===== config.mk =====
export PLATFORM = sky130hd
export DESIGN_NAME = tx_dlink_ctrl
export DESIGN_NICKNAME = d
export VERILOG_FILES = /design/src/rtl/tdl_pkg.sv /design/src/rtl/tdl_slot_sel.sv /design/src/rtl/tdl_buffer.sv /design/src/rtl/tdl_bit_engine.sv /design/src/rtl/tx_dlink_ctrl.sv
export SDC_FILE = /design/constraint.sdc
export NUM_CORES = 1
export LEC_CHECK = 0
export CAP_MARGIN = 15
export CELL_PAD_IN_SITES_DETAIL_PLACEMENT = 0
export CELL_PAD_IN_SITES_GLOBAL_PLACEMENT = 2
export CORE_UTILIZATION = 30
export CTS_BUF_LIST = sky130_fd_sc_hd__clkbuf_2
export CTS_CLUSTER_DIAMETER = 200
export DETAILED_ROUTE_END_ITERATION = 10
export GPL_ROUTABILITY_DRIVEN = 0
export PLACE_DENSITY = 0.67
export SLEW_MARGIN = 20
export SYNTH_ARGS = -nofsm -noshare
export SYNTH_HDL_FRONTEND = slang
export SYNTH_SLANG_ARGS = --single-unit

===== constraint.sdc =====
create_clock -name clk -period 11.1 [get_ports clk]
set_input_delay 2.22 -clock clk [delete_from_list [all_inputs] [get_ports clk]]
set_output_delay 2.22 -clock clk [all_outputs]
set_load 0.01 [all_outputs]

===== src/rtl/tdl_pkg.sv =====
package tdl_pkg;

    // Bit engine states for formatted mode
    typedef enum logic [1:0] {
        ST_FLAG  = 2'd0,
        ST_DATA  = 2'd1,
        ST_FCS   = 2'd2,
        ST_ABORT = 2'd3
    } hdlc_st_e;

    // Frame parity rule encoding
    typedef enum logic [1:0] {
        FSEL_ALL  = 2'd0,
        FSEL_ODD  = 2'd1,
        FSEL_EVEN = 2'd2,
        FSEL_NONE = 2'd3
    } fsel_e;

    // One buffer entry: data byte plus end-of-frame marker
    typedef struct packed {
        logic       eom;
        logic [7:0] data;
    } buf_ent_t;

    localparam logic [7:0]  FLAG_PAT   = 8'h7E;
    localparam logic [15:0] CRC_POLY_R = 16'h8408;
    localparam logic [15:0] CRC_INIT   = 16'hFFFF;
    localparam logic [2:0]  STUFF_RUN  = 3'd5;

    // One serial step of the reflected CRC-16
    function automatic logic [15:0] crc_step(input logic [15:0] crc, input logic b);
        logic fb;
        fb = crc[0] ^ b;
        crc_step = {1'b0, crc[15:1]} ^ (fb ? CRC_POLY_R : 16'h0000);
    endfunction

endpackage


===== src/rtl/tdl_slot_sel.sv =====
module tdl_slot_sel
    import tdl_pkg::*;
#(
    parameter int TS_W      = 5,
    parameter int SLOT_BITS = 8,
    localparam int BI_W     = $clog2(SLOT_BITS)
) (
    input  logic                 slot_req,
    input  logic [TS_W-1:0]      slot_ts,
    input  logic [BI_W-1:0]      slot_bit,
    input  logic                 slot_odd,
    input  logic                 slot_fbit,
    input  logic [TS_W-1:0]      cfg_ts,
    input  logic [SLOT_BITS-1:0] cfg_mask,
    input  logic [1:0]           cfg_frame_sel,
    input  logic                 cfg_use_fbit,
    output logic                 take
);
    logic frame_ok;
    logic pos_ok;

    always_comb begin
        case (fsel_e'(cfg_frame_sel))
            FSEL_ALL:  frame_ok = 1'b1;
            FSEL_ODD:  frame_ok = slot_odd;
            FSEL_EVEN: frame_ok = !slot_odd;
            default:   frame_ok = 1'b0;
        endcase
    end

    always_comb begin
        if (cfg_use_fbit) pos_ok = slot_fbit;
        else              pos_ok = !slot_fbit && (slot_ts == cfg_ts) && cfg_mask[slot_bit];
    end

    assign take = slot_req && frame_ok && pos_ok;

endmodule


===== src/rtl/tdl_buffer.sv =====
module tdl_buffer
    import tdl_pkg::*;
#(
    parameter int DEPTH      = 64,
    parameter int SPACE_MARK = DEPTH / 2,
    localparam int AW        = $clog2(DEPTH),
    localparam int CW        = AW + 1
) (
    input  logic          clk,
    input  logic          rst,
    input  logic          cfg_hdlc,
    input  logic [CW-1:0] cfg_len,
    input  logic          wr_en,
    input  logic [7:0]    wr_data,
    input  logic          wr_eom,
    input  logic          pop,
    output buf_ent_t      head,
    output logic          empty,
    output logic [CW-1:0] fill,
    output logic          fifo_space
);
    buf_ent_t        mem [DEPTH];
    logic [AW-1:0]   wr_ptr, rd_ptr;
    logic [AW-1:0]   wr_nx, rd_nx;
    logic [CW-1:0]   cnt;
    logic [CW-1:0]   len_m1;

    assign len_m1 = cfg_len - CW'(1);

    // Pointer advance: natural wrap for the FIFO, programmed wrap for the circular store
    always_comb begin
        if (cfg_hdlc || ({1'b0, wr_ptr} != len_m1)) wr_nx = wr_ptr + AW'(1);
        else                                         wr_nx = '0;
        if (cfg_hdlc || ({1'b0, rd_ptr} != len_m1)) rd_nx = rd_ptr + AW'(1);
        else                                         rd_nx = '0;
    end

    always_ff @(posedge clk) begin
        if (rst) begin
            for (int i = 0; i < DEPTH; i++) mem[i] <= '0;
            wr_ptr <= '0;
            rd_ptr <= '0;
            cnt    <= '0;
        end else begin
            if (wr_en) begin
                mem[wr_ptr] <= '{eom: wr_eom, data: wr_data};
                wr_ptr      <= wr_nx;
            end
            if (pop) rd_ptr <= rd_nx;
            if (cfg_hdlc) begin
                case ({wr_en, pop})
                    2'b10:   cnt <= cnt + CW'(1);
                    2'b01:   cnt <= cnt - CW'(1);
                    default: cnt <= cnt;
                endcase
            end
        end
    end

    assign head       = mem[rd_ptr];
    assign empty      = (cnt == '0);
    assign fill       = cnt;
    assign fifo_space = (CW'(DEPTH) - cnt) >= CW'(SPACE_MARK);

endmodule


===== src/rtl/tdl_bit_engine.sv =====
module tdl_bit_engine
    import tdl_pkg::*;
#(
    parameter int DW     = 8,
    localparam int BCW   = $clog2(DW)
) (
    input  logic     clk,
    input  logic     rst,
    input  logic     take,
    input  logic     cfg_hdlc,
    input  buf_ent_t head,
    input  logic     empty,
    output logic     pop,
    output logic     tx_bit_vld,
    output logic     tx_bit,
    output logic     underrun
);
    hdlc_st_e        st;
    logic [BCW-1:0]  bcnt;
    logic [DW-1:0]   sh;
    logic            eom_r;
    logic            fcs_hi;
    logic [15:0]     crc;
    logic [15:0]     crc_nx;
    logic [2:0]      ones;
    logic            stuff;
    logic            last;
    logic            cur_bit;
    logic            out_bit;

    assign stuff  = cfg_hdlc && (ones == STUFF_RUN);
    assign last   = (bcnt == BCW'(DW - 1));
    assign crc_nx = crc_step(crc, sh[0]);

    always_comb begin
        if (!cfg_hdlc) cur_bit = head.data[bcnt];
        else begin
            case (st)
                ST_FLAG:  cur_bit = FLAG_PAT[bcnt];
                ST_DATA:  cur_bit = sh[0];
                ST_FCS:   cur_bit = sh[0];
                default:  cur_bit = 1'b1;
            endcase
        end
    end

    assign out_bit = stuff ? 1'b0 : cur_bit;

    // A byte is consumed at the end of a flag or of a non-final payload byte
    assign pop = take && !stuff && last &&
                 (cfg_hdlc ? (((st == ST_FLAG) || (st == ST_DATA && !eom_r)) && !empty) : 1'b1);

    always_ff @(posedge clk) begin
        if (rst) begin
            st         <= ST_FLAG;
            bcnt       <= '0;
            sh         <= '0;
            eom_r      <= 1'b0;
            fcs_hi     <= 1'b0;
            crc        <= CRC_INIT;
            ones       <= '0;
            tx_bit_vld <= 1'b0;
            tx_bit     <= 1'b0;
            underrun   <= 1'b0;
        end else begin
            tx_bit_vld <= take;
            if (take) tx_bit <= out_bit;
            if (take) begin
                if (stuff) begin
                    ones <= '0;
                end else begin
                    bcnt <= last ? '0 : bcnt + BCW'(1);
                    if (cfg_hdlc) begin
                        if (st == ST_DATA || st == ST_FCS) begin
                            ones <= cur_bit ? ones + 3'd1 : 3'd0;
                            sh   <= sh >> 1;
                        end else begin
                            ones <= '0;
                        end
                        if (st == ST_DATA) crc <= crc_nx;
                        if (last) begin
                            case (st)
                                ST_FLAG: begin
                                    if (!empty) begin
                                        st    <= ST_DATA;
                                        sh    <= head.data;
                                        eom_r <= head.eom;
                                        crc   <= CRC_INIT;
                                    end
                                end
                                ST_DATA: begin
                                    if (eom_r) begin
                                        st     <= ST_FCS;
                                        sh     <= ~crc_nx[7:0];
                                        crc    <= crc_nx;
                                        fcs_hi <= 1'b0;
                                    end else if (!empty) begin
                                        sh    <= head.data;
                                        eom_r <= head.eom;
                                    end else begin
                                        st       <= ST_ABORT;
                                        underrun <= 1'b1;
                                    end
                                end
                                ST_FCS: begin
                                    if (!fcs_hi) begin
                                        sh     <= ~crc[15:8];
                                        fcs_hi <= 1'b1;
                                    end else begin
                                        st <= ST_FLAG;
                                    end
                                end
                                default: st <= ST_FLAG;
                            endcase
                        end
                    end
                end
            end
        end
    end

endmodule


===== src/rtl/tx_dlink_ctrl.sv =====
module tx_dlink_ctrl
    import tdl_pkg::*;
#(
    parameter int DEPTH     = 64,
    parameter int TS_W      = 5,
    parameter int SLOT_BITS = 8
) (
    input  logic                         clk,
    input  logic                         rst,
    input  logic                         cfg_hdlc,
    input  logic [$clog2(DEPTH):0]       cfg_len,
    input  logic [TS_W-1:0]              cfg_ts,
    input  logic [SLOT_BITS-1:0]         cfg_mask,
    input  logic [1:0]                   cfg_frame_sel,
    input  logic                         cfg_use_fbit,
    input  logic                         wr_en,
    input  logic [7:0]                   wr_data,
    input  logic                         wr_eom,
    input  logic                         slot_req,
    input  logic [TS_W-1:0]              slot_ts,
    input  logic [$clog2(SLOT_BITS)-1:0] slot_bit,
    input  logic                         slot_odd,
    input  logic                         slot_fbit,
    output logic                         tx_bit_vld,
    output logic                         tx_bit,
    output logic                         fifo_space,
    output logic                         underrun
);
    localparam int CW = $clog2(DEPTH) + 1;

    logic          take;
    logic          pop;
    logic          empty;
    buf_ent_t      head;
    logic [CW-1:0] fifo_fill;

    tdl_slot_sel #(.TS_W(TS_W), .SLOT_BITS(SLOT_BITS)) sel_i (
        .slot_req      (slot_req),
        .slot_ts       (slot_ts),
        .slot_bit      (slot_bit),
        .slot_odd      (slot_odd),
        .slot_fbit     (slot_fbit),
        .cfg_ts        (cfg_ts),
        .cfg_mask      (cfg_mask),
        .cfg_frame_sel (cfg_frame_sel),
        .cfg_use_fbit  (cfg_use_fbit),
        .take          (take)
    );

    tdl_buffer #(.DEPTH(DEPTH)) buf_i (
        .clk        (clk),
        .rst        (rst),
        .cfg_hdlc   (cfg_hdlc),
        .cfg_len    (cfg_len),
        .wr_en      (wr_en),
        .wr_data    (wr_data),
        .wr_eom     (wr_eom),
        .pop        (pop),
        .head       (head),
        .empty      (empty),
        .fill       (fifo_fill),
        .fifo_space (fifo_space)
    );

    tdl_bit_engine #(.DW(8)) eng_i (
        .clk        (clk),
        .rst        (rst),
        .take       (take),
        .cfg_hdlc   (cfg_hdlc),
        .head       (head),
        .empty      (empty),
        .pop        (pop),
        .tx_bit_vld (tx_bit_vld),
        .tx_bit     (tx_bit),
        .underrun   (underrun)
    );

endmodule


==> run_results.csv, run 1 <==
group,metric,value,unit
detailed_routing,ant_nets,0,
worst_setup_path,r2r_end,"eng_i.ones[2]$_SDFFE_PP0P_",
grt,grt_start_max_net_pins,65,
floorplanning,die_y,321,um
pwr,worst_ir_drop_vdd,0.0779,mV
synthesis,yosysSeqAreaShare,0.606,
job,drv_cap,0,
cts,clock_path_buffers,3,
synthesis,syn_avg_cell_area,13.9,um2
worst_setup_path,setup.worst_path.start_class,"input port",
cts,cts_tree,"yes",
worst_hold_path,whs_path_depth,2,
finish,syn_to_final_growth,10.3,%
cts,cts.root.buffer_cell,"clkbuf_2",
sta,setup_viol,0,
finish,final_nets,2367,
sta,finalSetupTns,0,ns
cts,post_cts_buffers,0,
detailed_routing,drtIter0Drc,1367,
sta,max_freq,0.170,GHz
synthesis,synth_top_area_frac,0.565,
floorplanning,fp.dieArea,103000,um2
cts,clk_latency,1.45,ns
synthesis,yosysWarnings,0,
sta,worst_slack,5.22,ns
finish,most-common-layout-cells,"and2_1 (584), edfxtp_1 (576), clkbuf_2 (255), mux4_2 (121), nor2_1 (119)",
synthesis,synth_top_cell_by_area,"edfxtp_1",
sta,rsz0062_at_grt,"false",
placement,port_buffers,50,
synthesis,synth_edf_count,576,
placement,dpl.hpwl,53.0,mm
worst_setup_path,path_max_fanout,14,
finish,drive_gt1_frac,0.217,
synthesis,async_reset_ff_frac,0,
placement,place_area,32200,um2
worst_hold_path,hold_path_end,"eng_i.sh[5]$_SDFFE_PP0P_",
worst_hold_path,hp-start,"eng_i.sh[5]$_SDFFE_PP0P_",
synthesis,synthCells,2206,
cts,cts_resized,0,
cts,cts_buffers,170,
synthesis,ys_types,65,
floorplanning,fp-row-count,116,
grt,first_global_vias,19600,
worst_setup_path,cp_slowest_cell,"clkdlybuf4s50_1",
sta,fin_skew,0.139,ns
sta,worstMarginPinSlew,1.09,ns
worst_setup_path,cp_top_family,"compound AO/OA/AOI/OAI gates",
worst_setup_path,crit_buf_inv,1,
pwr,power.density,138,nW/um2
worst_setup_path,end_kind,"flop",
worst_hold_path,hold_path.class,"flop to flop",
sta,drv_slew,0,
cts,clkTransAtPathRegs,0.10,ns
sta,finalHoldViolations,0,
detailed_routing,firstDrtPassIters,5,
sta,fin_crit,5.88,ns
worst_setup_path,worst_ep_arrival_time,7.05,ns
floorplanning,fp.dieW,321,um
cts,cts.sinks,639,
finish,fill_cells,9917,
cts,htreeDepth,4,
detailed_routing,route.detailed.drc,0,
run_status,status,"finished, final reports clean",
finish,multi_input_area,11200,um2
grt,track_usage,0.170,
detailed_routing,via_per_inst,4.90,
grt,grt_pass1_wl,129,mm
pwr,p_leak,0.0118,uW
detailed_routing,wl_per_cell,22.9,um
cts,cts-hold-fix-buffers,0,
synthesis,synthFlopType,"edfxtp_1",
grt,overflow,0,
worst_setup_path,crit_path_cell_trace,"clkdlybuf4s50_1 -> mux4_2 -> mux2_2 -> a32o_1 -> and3_1 -> and2_1 -> and3_1 -> ha_1 -> xor2_1 -> ha_1 -> a21oi_1 -> o21ai_0 -> a221oi_1 -> nor3b_1 -> a32oi_1 -> o221ai_1 -> o21ai_0 -> xor2_1 -> nor2_1",
finish,layout_commonest_cell,"and2_1",
worst_setup_path,path_class,"input port to flop",
placement,pre_cts_ws,3.88,ns
worst_setup_path,cp.required,12.28,ns
worst_setup_path,slowest_delay,0.53,ns
floorplanning,io_pins,51,
grt,antenna_found_initial,3,
synthesis,ys_ff_latch,639,
finish,stdcell_area,33800,um2
floorplanning,core_area,101000,um2
sta,slew_headroom,0.272,
detailed_routing,wirelength,86.7,mm
worst_setup_path,worst_r2r_path_depth,11,
synthesis,synth_area,30600,um2
sta,finalCritPeriodShare,0.529,
worst_setup_path,r2r_setup_slack,6.07,ns
detailed_routing,vias,18600,
synthesis,yosys-top-cells-area,"edfxtp_1 (57%), and2_1 (12%), mux4_2 (8.9%)",
floorplanning,start_util,0.304,
synthesis,synth_nets,2268,
finish,ff_latch_area,18600,um2
## power breakdown
| group | internal [uW] | leakage (uW) | switching [uW] |
|---|---|---|---|
| clock | 661 | 0.00118 | 1030 |
| combinational | 73.9 | 0.00435 | 151 |
| sequential | 2700 | 0.00628 | 26.9 |
| total | 3430 | 0.0118 | 1210 |
## through the flow
step	instances	total power, uW	util	hold WS, ns
after detailed placement	3490	3010	0.320	0.461
after CTS	3785	4700	0.335	0.478
final	3790	4640	0.336	0.472
after global placement	3490	3000	0.320	0.453
after floorplan	2206	2900	-	0.439
after global routing	3789	4850	0.336	0.497
## worst min-delay path, delay by kind of cell (launching register included)
family,cells,cell delay [ns]
compound gates,1,0.05
flops,1,0.33
simple gates,1,0.05
## metal layers
layer / GRT usage / vias up / part of all wire
li1: - / 8400 / -
met1: 0.226 / 9560 / 0.45
met2: 0.276 / 507 / 0.48
met3: 0.0365 / 117 / 0.054
met4: 0.0542 / 0 / 0.017
met5: 0 / - / 0
## cells by family (layout without fill, tap and decap cells)
logic type               after synthesis  in the layout  synth area share
adder cells (fa/ha/maj)               15             15           0.00613
flip-flops                           639            639             0.606
multiplexers                         221            221             0.130
other                                  0              5                 0
XOR/XNOR                              41             41            0.0117
AND/OR/NAND/NOR                      958            958             0.181
AO/OA/AOI/OAI                        167            167            0.0375
buffers and inverters                165            387            0.0271
## sequential cells by signal, indices dropped and copies added, names as in the netlist, named ones only
signal	flops
eng_i.tx_bit	1
eng_i.bcnt	3
eng_i.fcs_hi	1
buf_i.rd_ptr	6
eng_i.sh	8
eng_i.crc	16
eng_i.underrun	1
eng_i.st	2
eng_i.eom_r	1
buf_i.mem	576
eng_i.ones	3
eng_i.tx_bit_vld	1
buf_i.wr_ptr	6
buf_i.fill	7
## synthesized netlist by cell type, drive strengths merged, types with 7 or more instances
cell    number
and2       584
edfxtp     576
mux4       135
nor2       119
clkbuf     100
mux2i       68
or2         65
dfxtp       63
nand2       59
buf         54
a21oi       30
o22ai       30
nand3       29
nand2b      27
xor2        26
o21ai       24
mux2        18
a22oi       17
ha          15
xnor2       15
nor2b       14
nor3        14
a221oi      13
inv          9
nand3b       9
nand4        9
a211oi       7
## how the worst max path moves through the flow
| stage | start | to | slack [ns] | cells after the start |
|---|---|---|---|---|
| after floorplan | slot_bit[0] | buf_i.fill[6]$_SDFFE_PP0P_ | 4.68 | 21 |
| after global placement | slot_bit[0] | buf_i.fill[6]$_SDFFE_PP0P_ | 3.93 | 19 |
| after detailed placement | slot_bit[0] | buf_i.fill[6]$_SDFFE_PP0P_ | 3.88 | 19 |
| after CTS | slot_bit[0] | buf_i.fill[6]$_SDFFE_PP0P_ | 5.38 | 19 |
| after global routing | slot_bit[0] | buf_i.fill[6]$_SDFFE_PP0P_ | 5.06 | 19 |
| final | slot_bit[0] | buf_i.fill[6]$_SDFFE_PP0P_ | 5.22 | 19 |
## cell type report
cell class,count,area share
flip-flops and latches,639,0.550
multi-input cells,1402,0.332
well taps,1357,0.0503
clock buffers,255,0.0378
repair buffers,81,0.0207
clock inverters,40,0.00708
inverters,11,0.00122
diodes,5,0.000371
(Power assumes the default switching activity.)
==> run 2: changes to the inputs <==
Settings changed: PLACE_DENSITY 0.67 to 0.69.
Clock period 11.1 ns to 5.03 ns, I/O delays scaled along.
==> run 2 against run 1 <==
Clock skew grew 0.0024 ns. Largest cell class unchanged. Routed wire length is 2.3% higher. Register-to-register slack worse by 5.1 ns. Setup slack worse by 4.3 ns. Sequential power increased by 120%. Count of clock-buffer cells in the layout decreased by 11. Global-route usage up 0.30 points. Combinational power up 120%. Largest power group unchanged.
==> run_results.csv, run 2 (synthesis results as in run 1) <==
group,metric,value,unit
run_status,status,"finished, final reports clean",
pwr,p_leak,0.0123,uW
worst_hold_path,hp-start,"wr_data[1]",
grt,overflow,0,
detailed_routing,ant_nets,0,
finish,syn_to_final_growth,12.7,%
worst_setup_path,worst_ep_arrival_time,5.16,ns
pwr,power,10300,uW
cts,clk_latency,1.38,ns
finish,layout_commonest_cell,"and2_1",
grt,grt_start_max_net_pins,65,
cts,cts_resized,0,
cts,cts.sinks,639,
detailed_routing,vias,19000,
placement,port_buffers,50,
sta,slew_headroom,0.298,
detailed_routing,via_per_inst,4.90,
sta,worst_slack,0.973,ns
finish,final_nets,2450,
job,drv_cap,0,
pwr,power.density,299,nW/um2
sta,finalHoldViolations,0,
sta,max_freq,0.246,GHz
sta,finalCritPeriodShare,0.807,
floorplanning,start_util,0.304,
cts,cts_buffers,168,
grt,grt_pass1_wl,131,mm
cts,cts_tree,"yes",
sta,worstMarginPinSlew,1.05,ns
grt,antenna_found_initial,7,
sta,setup_viol,0,
floorplanning,core_area,101000,um2
cts,cts-hold-fix-buffers,0,
placement,dpl.hpwl,56.6,mm
detailed_routing,drtIter0Drc,1535,
floorplanning,fp.dieW,321,um
finish,regMostFlops,"buf_i.mem",
floorplanning,fp.dieArea,103000,um2
worst_hold_path,hold_path.class,"input port to flop",
cts,clkTransAtPathRegs,0.11,ns
finish,most-common-layout-cells,"and2_1 (584), edfxtp_1 (576), clkbuf_2 (244), mux4_2 (121), nor2_1 (119)",
finish,utilization,0.343,
pwr,worst_ir_drop_vdd,0.175,mV
cts,post_cts_buffers,0,
worst_setup_path,path_class,"flop to flop",
placement,pre_cts_ws,-0.135,ns
detailed_routing,wl_per_cell,22.9,um
floorplanning,io_pins,51,
cts,clock_path_buffers,3,
cts,htreeDepth,4,
grt,track_usage,0.173,
cts,cts.root.buffer_cell,"clkbuf_2",
finish,drive_gt1_frac,0.241,
worst_setup_path,setup.worst_path.start_class,"flop",
grt,first_global_vias,19700,
finish,top_regs,"buf_i.mem: 576 flops, eng_i.crc: 16 flops, eng_i.sh: 8 flops",
sta,finalSetupTns,0,ns
finish,fin_cells,3872,
sta,drv_slew,0,
worst_setup_path,end_kind,"flop",
finish,largest_register_ff_count,576,
detailed_routing,firstDrtPassIters,5,
worst_setup_path,path_max_fanout,34,
sta,fin_skew,0.142,ns
placement,place_inst,3575,
sta,fin_crit,4.06,ns
detailed_routing,route.detailed.drc,0,
worst_setup_path,cp.required,6.13,ns
detailed_routing,wirelength,88.7,mm
sta,rsz0062_at_grt,"false",
floorplanning,fp-row-count,116,
floorplanning,die_y,321,um
==> run 2: changes by cell type in the layout (fill, tap and decap cells not counted), moves of 2 or more <==
cell and delta:
bufinv_16 +2, clkbuf_2 -11, buf_12 +3, inv_2 -3
clkinvlp_4 +2, buf_4 +84, buf_2 -2, clkinv_1 +4
==> run 2: worst paths after layout <==
check                                        end  slack [ns]  cells past startpoint
setup / recovery      eng_i.ones[1]$_SDFFE_PP0P_        0.97                     10
hold / removal    buf_i.mem[11][1]$_SDFFCE_PN0P_        0.28                      2
setup reg to reg      eng_i.ones[1]$_SDFFE_PP0P_        0.97                     10
hold reg to reg         eng_i.sh[2]$_SDFFE_PP0P_        0.47                      2
==> run 2: worst max-delay path: stages, from the launching register on <==
cell,delay (ns)
dfxtp_4,0.93
buf_12,0.29
mux4_1,0.61
mux2i_1,0.30
o21ai_0,0.38
o2111ai_1,0.33
nand2_1,0.11
a41o_1,0.29
o41ai_2,0.38
or3_1,0.16
a21oi_1,0.06
==> run 2: area by class of cell <==
cell class	instances	area, um2
multi-input cells	1402	11200
clock inverters	47	342
flip-flops and latches	639	18600
repair buffers	166	1380
diodes	6	15.0
clock buffers	244	1220
well taps	1357	1700
fillers	9845	66100
inverters	11	41.3
==> run 2: power breakdown <==
group	switching (uW)	internal [uW]
Sequential	60.3	5950
Combinational	340	166
Clock	2270	1520
Total	2670	7640
==> run 2: layer usage <==
metal / track usage / part of all wire
met5: 0 / 0
met4: 0.0543 / 0.019
met3: 0.0359 / 0.060
met2: 0.277 / 0.47
met1: 0.234 / 0.45
==> run 2: through the flow <==
stage | area, um2 | hold slack (ns)
floorplan | 30600 | 0.439
global placement | 32900 | 0.452
detailed placement | 32900 | 0.459
CTS | 34500 | 0.0260
global route | 34500 | 0.136
finish | 34500 | 0.277
